### src/rtl/acc_core_pkg.sv
package acc_core_pkg;

  // Datapath and instruction geometry
  localparam int DATA_W    = 8;
  localparam int PC_W      = 8;
  localparam int REG_CNT   = 4;
  localparam int REG_IDX_W = $clog2(REG_CNT);
  localparam int OP_W      = 4;
  localparam int INSTR_W   = 16;
  localparam int FIELD_W   = DATA_W;
  localparam int RIDX_LSB  = INSTR_W - OP_W - REG_IDX_W;
  localparam int PAD_W     = RIDX_LSB - FIELD_W;
  localparam int REGS_W    = REG_CNT * DATA_W;

  // Opcode values
  localparam logic [OP_W-1:0] OPC_NOP  = 4'h0;
  localparam logic [OP_W-1:0] OPC_JMP  = 4'h1;
  localparam logic [OP_W-1:0] OPC_STR  = 4'h2;
  localparam logic [OP_W-1:0] OPC_ADDI = 4'h3;
  localparam logic [OP_W-1:0] OPC_ANDR = 4'h4;
  localparam logic [OP_W-1:0] OPC_BZ   = 4'h5;

  // Decoded control bundle
  typedef struct packed {
    logic load_pc;  // redirect PC to the address field
    logic acc_we;   // accumulator and zero flag are written
    logic use_add;  // accumulator source: 1 = sum, 0 = AND
    logic reg_we;   // register file write of the accumulator
  } ctrl_t;

  function automatic logic [INSTR_W-1:0] enc(input logic [OP_W-1:0]      op,
                                             input logic [REG_IDX_W-1:0] r,
                                             input logic [FIELD_W-1:0]   f);
    return {op, r, {PAD_W{1'b0}}, f};
  endfunction

  // Fixed program contents; unlisted addresses hold opcode 0
  function automatic logic [INSTR_W-1:0] prog_word(input logic [PC_W-1:0] a);
    logic [INSTR_W-1:0] w;
    case (a)
      8'h00: w = enc(OPC_ADDI, 2'd0, 8'h05);
      8'h01: w = enc(OPC_STR,  2'd1, 8'h00);
      8'h02: w = enc(OPC_ADDI, 2'd0, 8'hFB);
      8'h03: w = enc(OPC_BZ,   2'd0, 8'h06);
      8'h04: w = enc(OPC_ADDI, 2'd0, 8'h01);
      8'h05: w = enc(OPC_NOP,  2'd3, 8'hFF);
      8'h06: w = enc(OPC_STR,  2'd2, 8'h00);
      8'h07: w = enc(OPC_ADDI, 2'd0, 8'h0F);
      8'h08: w = enc(OPC_ANDR, 2'd1, 8'h00);
      8'h09: w = enc(OPC_BZ,   2'd0, 8'h00);
      8'h0A: w = enc(OPC_ANDR, 2'd2, 8'h00);
      8'h0B: w = enc(4'hE,     2'd1, 8'h33);
      8'h0C: w = enc(OPC_ADDI, 2'd0, 8'h3C);
      8'h0D: w = enc(OPC_STR,  2'd3, 8'h00);
      8'h0E: w = enc(OPC_ADDI, 2'd0, 8'hC4);
      8'h0F: w = enc(OPC_STR,  2'd0, 8'h00);
      8'h10: w = enc(OPC_ADDI, 2'd0, 8'h80);
      8'h11: w = enc(OPC_STR,  2'd0, 8'h00);
      8'h12: w = enc(OPC_JMP,  2'd0, 8'h14);
      8'h13: w = enc(OPC_ADDI, 2'd0, 8'h01);
      8'h14: w = enc(OPC_BZ,   2'd0, 8'h00);
      8'h15: w = enc(4'h9,     2'd2, 8'hAA);
      8'h16: w = enc(OPC_ANDR, 2'd3, 8'h00);
      8'h17: w = enc(OPC_BZ,   2'd0, 8'hFD);
      8'hFE: w = enc(OPC_ADDI, 2'd0, 8'h07);
      default: w = '0;
    endcase
    return w;
  endfunction

endpackage

### src/rtl/acc_rst_sync.sv
module acc_rst_sync #(
  parameter int unsigned STAGES = 2
) (
  input  logic clk,
  input  logic rst_n,
  output logic run_o
);

  generate
    if (STAGES <= 1) begin : g_single
      logic run_q;
      always_ff @(posedge clk or negedge rst_n) begin
        if (!rst_n) run_q <= 1'b0;
        else        run_q <= 1'b1;
      end
      assign run_o = run_q;
    end else begin : g_chain
      logic [STAGES-1:0] sh_q;
      always_ff @(posedge clk or negedge rst_n) begin
        if (!rst_n) sh_q <= '0;
        else        sh_q <= {sh_q[STAGES-2:0], 1'b1};
      end
      assign run_o = sh_q[STAGES-1];
    end
  endgenerate

endmodule

### src/rtl/acc_prog_rom.sv
module acc_prog_rom
  import acc_core_pkg::*;
(
  input  logic [PC_W-1:0]    addr_i,
  output logic [INSTR_W-1:0] word_o
);

  // Combinational program store
  always_comb word_o = prog_word(addr_i);

endmodule

### src/rtl/acc_decode.sv
module acc_decode
  import acc_core_pkg::*;
(
  input  logic [INSTR_W-1:0]   word_i,
  input  logic                 zero_i,
  output logic [OP_W-1:0]      op_o,
  output logic [REG_IDX_W-1:0] ridx_o,
  output logic [FIELD_W-1:0]   field_o,
  output ctrl_t                ctrl_o
);

  assign op_o    = word_i[INSTR_W-1 -: OP_W];
  assign ridx_o  = word_i[RIDX_LSB +: REG_IDX_W];
  assign field_o = word_i[FIELD_W-1:0];

  always_comb begin
    ctrl_o = '0;
    case (op_o)
      OPC_JMP:  ctrl_o.load_pc = 1'b1;
      OPC_BZ:   ctrl_o.load_pc = zero_i;
      OPC_STR:  ctrl_o.reg_we  = 1'b1;
      OPC_ADDI: begin
        ctrl_o.acc_we  = 1'b1;
        ctrl_o.use_add = 1'b1;
      end
      OPC_ANDR: ctrl_o.acc_we  = 1'b1;
      default:  ctrl_o = '0;  // no-op, PC only advances
    endcase
  end

endmodule

### src/rtl/acc_regfile.sv
module acc_regfile
  import acc_core_pkg::*;
(
  input  logic                 clk,
  input  logic                 rst_n,
  input  logic                 we_i,
  input  logic [REG_IDX_W-1:0] idx_i,
  input  logic [DATA_W-1:0]    wdata_i,
  output logic [DATA_W-1:0]    rdata_o,
  output logic [REGS_W-1:0]    flat_o
);

  generate
    for (genvar i = 0; i < REG_CNT; i++) begin : g_reg
      logic              sel;
      logic [DATA_W-1:0] q;
      assign sel = we_i && (idx_i == REG_IDX_W'(i));
      always_ff @(posedge clk or negedge rst_n) begin
        if (!rst_n)   q <= '0;
        else if (sel) q <= wdata_i;
      end
      assign flat_o[i*DATA_W +: DATA_W] = q;
    end
  endgenerate

  // Read port, same index as the write port
  assign rdata_o = flat_o[idx_i*DATA_W +: DATA_W];

endmodule

### src/rtl/acc_core.sv
module acc_core
  import acc_core_pkg::*;
#(
  parameter int unsigned SYNC_STAGES = 2
) (
  input  logic              clk,
  input  logic              rst_n,
  output logic [PC_W-1:0]   dbg_pc,
  output logic [DATA_W-1:0] dbg_acc,
  output logic              dbg_zero,
  output logic [REGS_W-1:0] dbg_regs
);

  logic                 run;
  logic [INSTR_W-1:0]   instr;
  logic [OP_W-1:0]      op;
  logic [REG_IDX_W-1:0] ridx;
  logic [FIELD_W-1:0]   field;
  ctrl_t                ctrl;
  logic [DATA_W-1:0]    rsel;

  logic [PC_W-1:0]      pc_q, pc_d;
  logic [DATA_W-1:0]    acc_q, acc_d;
  logic                 zero_q, zero_d;

  acc_rst_sync #(.STAGES(SYNC_STAGES)) u_sync (
    .clk   (clk),
    .rst_n (rst_n),
    .run_o (run)
  );

  acc_prog_rom u_rom (
    .addr_i (pc_q),
    .word_o (instr)
  );

  acc_decode u_dec (
    .word_i  (instr),
    .zero_i  (zero_q),
    .op_o    (op),
    .ridx_o  (ridx),
    .field_o (field),
    .ctrl_o  (ctrl)
  );

  acc_regfile u_rf (
    .clk     (clk),
    .rst_n   (rst_n),
    .we_i    (run && ctrl.reg_we),
    .idx_i   (ridx),
    .wdata_i (acc_q),
    .rdata_o (rsel),
    .flat_o  (dbg_regs)
  );

  // Next-state logic
  always_comb begin
    pc_d   = ctrl.load_pc ? field[PC_W-1:0] : pc_q + PC_W'(1);
    acc_d  = ctrl.use_add ? acc_q + field : acc_q & rsel;
    zero_d = (acc_d == '0);
  end

  // State registers, enabled once the release synchroniser is through
  always_ff @(posedge clk or negedge rst_n) begin
    if (!rst_n) begin
      pc_q   <= '0;
      acc_q  <= '0;
      zero_q <= 1'b0;
    end else if (run) begin
      pc_q <= pc_d;
      if (ctrl.acc_we) begin
        acc_q  <= acc_d;
        zero_q <= zero_d;
      end
    end
  end

  assign dbg_pc   = pc_q;
  assign dbg_acc  = acc_q;
  assign dbg_zero = zero_q;

endmodule

### config.mk
export PLATFORM = sky130hd
export DESIGN_NAME = acc_core
export DESIGN_NICKNAME = d
export VERILOG_FILES = /design/src/rtl/acc_core_pkg.sv /design/src/rtl/acc_rst_sync.sv /design/src/rtl/acc_prog_rom.sv /design/src/rtl/acc_decode.sv /design/src/rtl/acc_regfile.sv /design/src/rtl/acc_core.sv
export SDC_FILE = /design/constraint.sdc
export NUM_CORES = 1
export LEC_CHECK = 0
export CAP_MARGIN = 20
export CORE_MARGIN = 5
export CORE_UTILIZATION = 42
export DETAILED_ROUTE_END_ITERATION = 12
export GPL_TIMING_DRIVEN = 1
export MAX_ROUTING_LAYER = met4
export SETUP_SLACK_MARGIN = 0.3
export SYNTH_ARGS = -nofsm -noshare
export SYNTH_HDL_FRONTEND = slang
export SYNTH_SLANG_ARGS = --single-unit
export TNS_END_PERCENT = 5
### constraint.sdc
create_clock -name clk -period 3.8 [get_ports clk]
set_input_delay 0.76 -clock clk [delete_from_list [all_inputs] [get_ports clk]]
set_output_delay 0.76 -clock clk [all_outputs]
set_load 0.02 [all_outputs]
### After elaboration in Yosys (flattened, before gate mapping)

Index checks and enable logic that the tools add are counted.

* register bits: 51
* input port bits: 2
* output and inout bits: 49
* word-level logic and storage cells: 64

* $add $sub $neg: 2
* equal/unequal tests: 32
* shift operators: 1
* muxes and demuxes: 7
* bitwise logic cells: 1
* reduce and logical (&&, ||, !) cells: 13

Operators by type and width (number)
* 16-bit one-hot mux with 22 select lines: 1
* 8-bit by 4-bit == test with 1-bit output (second input constant): 8
* 8-bit by 5-bit == test with 1-bit output (second input constant): 8
* 8-bit by 3-bit == test with 1-bit output (second input constant): 4
* 32-bit by 6-bit indexed part select with 8-bit output: 1
* 8-bit by 2-bit == test with 1-bit output (second input constant): 2
* 8-bit zero test: 2
* 8-bit 2-to-1 mux: 2
* 8-bit by 1-bit adder with 8-bit output (second input constant): 1
* 8-bit adder: 1
* 8-bit AND: 1
* 4-bit by 2-bit == test with 1-bit output (second input constant): 2
* 4-bit by 3-bit == test with 1-bit output (second input constant): 2
* 8-bit by 1-bit == test with 1-bit output (second input constant): 1
* 8-bit == test (second input constant): 1
* 2-bit OR reduction: 4
* 1-bit logical AND: 5
* 2-bit == test (second input constant): 2
* 4-bit by 1-bit == test with 1-bit output (second input constant): 1
* 1-bit 2-to-1 mux: 3
* 2-bit by 1-bit == test with 1-bit output (second input constant): 1
* 2-bit zero test: 1
* 1-bit one-hot mux with 2 select lines: 1
* 2-bit AND reduction: 1

### Longest topological paths before layout

* word-level depth: 7
* gate-level depth with buffers: 18
* depth with buffers taken out: 17

### Cells and area by module

From an unflattened synthesis, not the netlist that was laid out.

* cells, all modules: 364
* area, all modules: 3611.0 sq um

By module, submodules not included
* acc_regfile: instances 1, cells each 78, area an instance 1426.4 sq um, seq. area each 800.8 sq um
* acc_core: instances 1, cells each 158, area an instance 1343.8 sq um, seq. area each 425.4 sq um
* acc_prog_rom: instances 1, cells each 103, area an instance 633.1 sq um, seq. area each 0.0 sq um
* acc_decode: instances 1, cells each 22, area an instance 153.9 sq um, seq. area each 0.0 sq um
* acc_rst_sync: instances 1, cells each 3, area an instance 53.8 sq um, seq. area each 50.0 sq um

### Worst setup path after synthesis

Ideal clock, no wire load.

* kind: register -> register
* from: register pc_q[0] (netlist: dbg_pc[0])
* to: register zero_q (netlist: dbg_zero)
* library setup time: 0.095 ns
* arrival: 3.353 ns
* slack: 0.351 ns
* stages on the path, launching flop included: 19
* buffers on the path: 1
* clock period less this slack: 3.449 ns
* cell sequence: dfrtp_1 > inv_1 > ha_1 > clkbuf_1 > nand2b_1 > a21boi_1 > a221o_1 > a221o_1 > ha_1 > inv_1 > fa_1 > nor2b_1 > o21ai_0 > a21oi_1 > o21ai_0 > nor3b_1 > o31a_1 > nand4_1 > o31ai_1

* longest elaborated chain between the ends: 7
* elaborated cells between the ends (all ways): 40

RTL lines
* start: declaration: RTL line acc_core.sv:22 `logic [PC_W-1:0] pc_q, pc_d;`
* start signal: assignment: RTL line acc_core.sv:70 `pc_q <= pc_d;`
* 8-bit by 4-bit == test with 1-bit output (tied with other cells): RTL line acc_core_pkg.sv:40 `case (a)`
* 2-bit OR reduction (no source line)
* 16-bit one-hot mux with 22 select lines *: RTL line acc_core_pkg.sv:40
* 32-bit by 6-bit indexed part select with 8-bit output (tied with other cells): RTL line acc_regfile.sv:27 `assign rdata_o = flat_o[idx_i*DATA_W +: DATA_W];`
* 8-bit AND (tied with other cells): RTL line acc_core.sv:59 `acc_d = ctrl.use_add ? acc_q + field : acc_q & rsel;`
* 8-bit 2-to-1 mux or 1-bit 2-to-1 mux (tied branches): RTL line acc_core.sv:59, acc_decode.sv:18
* 8-bit zero test or 2-bit AND reduction (tied branches)
* end signal: assignment: RTL line acc_core.sv:73 `zero_q <= zero_d;`
* end: declaration: RTL line acc_core.sv:24 `logic zero_q, zero_d;`

Mark *: on every way between the ends. The rest lies on a longest branch, timed or not.
A chain may end at the register's enable or synchronous reset.

### Worst setup path after layout

* from: register pc_q[1] (netlist: dbg_pc[1])
* to: register zero_q (netlist: dbg_zero)

The elaborated chain is that of the path after synthesis.

==> results.tsv <==
metric	value	unit
status	finished, final reports clean	
yosys.area_share.adder	4.55	%
synth_edf_count	0	
synth.area.top_cells	dfrtp_1, mux2_4, mux2_2	
arrival	3.65	ns
syn_area_per_cell	9.57	um^2
path_class	register to register	
die_w	104	um
postPlaceCellArea	4390	um^2
root_buffer	clkbuf_8	
drc	0	
final_nets	471	
vias_per_cell	5.96	
critPathLaunchType	register	
end_kind	register	
final_antenna_net_count	0	
synth.most_common_cell	dfrtp_1	
fmax	294	MHz
clock_path_buffers	2	
yosys_warnings	0	
crit_buf_inv	2	
synth_nets	406	
skew	0.0134	ns
p_per_area	828	nW/um^2
grt_max_degree	34	
antenna_found_initial	0	
fin_crit_sh	89.6	%
cap_violations	0	
worst_slew_pin_slew	0.787	ns
cts_tree	yes	
synth.area.mux_share	17.4	%
numClockSinks	51	
diodes	0	
drt_iter0_drc	203	
rows	34	
gp_congestion	0.925	
drive_gt1_share	31.1	%
grt_pass1_wl	17700	um
die_height	104	um
max_slew_margin	47.6	%
max_stage_delay	0.54	ns
synth_top_family_by_area	simple AND/OR/NAND/NOR gates	
synth_common_cells	dfrtp_1, nand2_1, o21ai_0	
crit_fanout	7	
synthXorXnorAreaFrac	0.936	%
grt_pass1_vias	3125	
critPathSlowestCell	or4_4	
coreArea	8720	um^2
syn_to_final_growth	28.0	%
setup_violations	0	
finish.instance_area	4790	um^2
seqCellArea	1280	um^2
yosysTopAreaCellShare	34.1	%
synthSimpleGateAreaFrac	19.1	%
crit_required	4.04	ns
ios	51	
io_buffers	50	
worstPathCellList	buf_4 > ha_4 > nand2_4 > nor2_4 > a221o_1 > a221o_1 > ha_2 > a21oi_2 > inv_1 > a21oi_2 > xnor2_2 > or4_4 > nor3_4 > a31oi_1 > o31ai_2	
multi_input_area	2420	um^2
yosys_most_used_dff	dfrtp_1	
finalCriticalPeriod	3.41	ns
post-place-ws	0.0631	ns
finalWirelength	11100	um
hold_violations	0	
clkLatencyLatePin	0.32	ns
rsz0062_at_grt	true	
yosysTopAreaCell	dfrtp_1	
first_pass_iters	4	
synth_cell_types	72	
synth-seq-area-share	34.1	%
post_drt_wl_per_cell	19.6	um
fin_ws	0.395	ns
fill_cells	777	
crit_family	compound AO/OA/AOI/OAI gates	
cts-buffers-inserted	5	
num_vias	3367	
synth_compound_area_share	17.9	%
synth_seq_cells	51	
grt_use_total	20.4	%
power_leakage	2.04	nW
async_reset_ff_share	100	%
tns	0	ns
netlist_area	3740	um^2
cts.clk_slew.worst_paths	0.11	ns
drv_slew	0	
grt_overflow_total	0	
dp_hpwl	7910	um
hold_class	register to register	
cts_max_level	2	
synthCells	391	
start_util	42.9	%
ff2ff_setup_slack	0.39	ns
dieArea	10900	um^2
irDropWorstVdd	0.458	mV
flip-flops by register name (all words and copies together) (netlist names):
signal	count
dbg_acc	8
dbg_pc	8
dbg_zero	1
u_rf.g.q	32
u_sync.g_chain.sh_q	2
worst paths after layout:
check / depth (start not counted) / start / endpoint
setup / recovery: 15 / dbg_pc[1] / dbg_zero
hold / removal: 0 / u_sync.g_chain.sh_q[0] / u_sync.g_chain.sh_q[1]
setup reg to reg: 15 / dbg_pc[1] / dbg_zero
hold reg to reg: 0 / u_sync.g_chain.sh_q[0] / u_sync.g_chain.sh_q[1]
max in group asynchronous: 2 / rst_n / dbg_pc[6]
min in group asynchronous: 1 / rst_n / dbg_zero
metrics by stage:
stage / std cells / hold slack, ns / power [mW] / utilization (%)
global placement: 542 / 0.337 / 3.33 / 50.3
detailed placement: 542 / 0.340 / 3.30 / 50.3
CTS: 557 / 0.365 / 3.74 / 52.4
floorplan: 391 / 0.331 / 2.50 / -
finish: 565 / 0.362 / 3.97 / 54.9
global route: 565 / 0.379 / 4.23 / 54.9
power breakdown:
group | switching (mW) | total, mW | internal (mW)
Combinational | 1.38 | 2.61 | 1.23
Sequential | 0.297 | 1.01 | 0.718
Clock | 0.212 | 0.346 | 0.134
Total | 1.89 | 3.97 | 2.08
metal layers:
metal / up-vias / wire [um] / track usage (%)
met2: 124 / 4850 / 28.6
met5: - / 0 / -
met3: 11 / 586 / 2.42
met4: 0 / 140 / 4.72
met1: 1684 / 5480 / 31.1
li1: 1548 / - / -
cell families after synthesis:
kind of cell | count (synthesis)
and+or+nand+nor | 134
AOI/OAI and AO/OA | 91
muxes | 51
DFF | 51
buffers and inverters | 46
adders and majority gates | 13
xor gates and xnor gates | 4
other | 1
layout by cell type, fill, tap and decap left out, types with 3 or more instances in the layout:
cell type        count
a21oi_1             14
a21oi_2              5
a221o_1              4
a22o_1               5
a22oi_1              4
and3_1               3
buf_4               35
clkbuf_8             5
clkdlybuf4s50_1     49
dfrtp_1             44
dfrtp_2              7
ha_1                 5
ha_4                 5
inv_1               15
mux2_2              18
mux2_4              16
mux2i_1             14
mux4_2               3
nand2_1             47
nand2b_1             7
nand3_1             13
nand4_1              3
nor2_1              14
nor2b_1              3
nor2b_2              3
nor3_1               5
nor4_1               4
o211ai_1             5
o21ai_0             17
o31ai_1              3
or2_2                4
what timing repair did:
item	4_1_cts	5_1_grt
gates resized for setup	11	40
setup endpoints to repair	4	3
gates cloned	0	0
hold buffers	0	0
buffers inserted	7	8
hold endpoints to repair	0	0
pin swaps	3	16
final cells by class:
cell class,count,share of cell area (%)
Tap cell,108,2.82
Inverter,17,1.33
Multi-Input combinational cell,294,50.6
Clock inverter,3,0.496
Sequential cell,51,26.8
Timing Repair Buffer,87,16.5
Clock buffer,5,1.44
(Power assumes the default switching activity.)
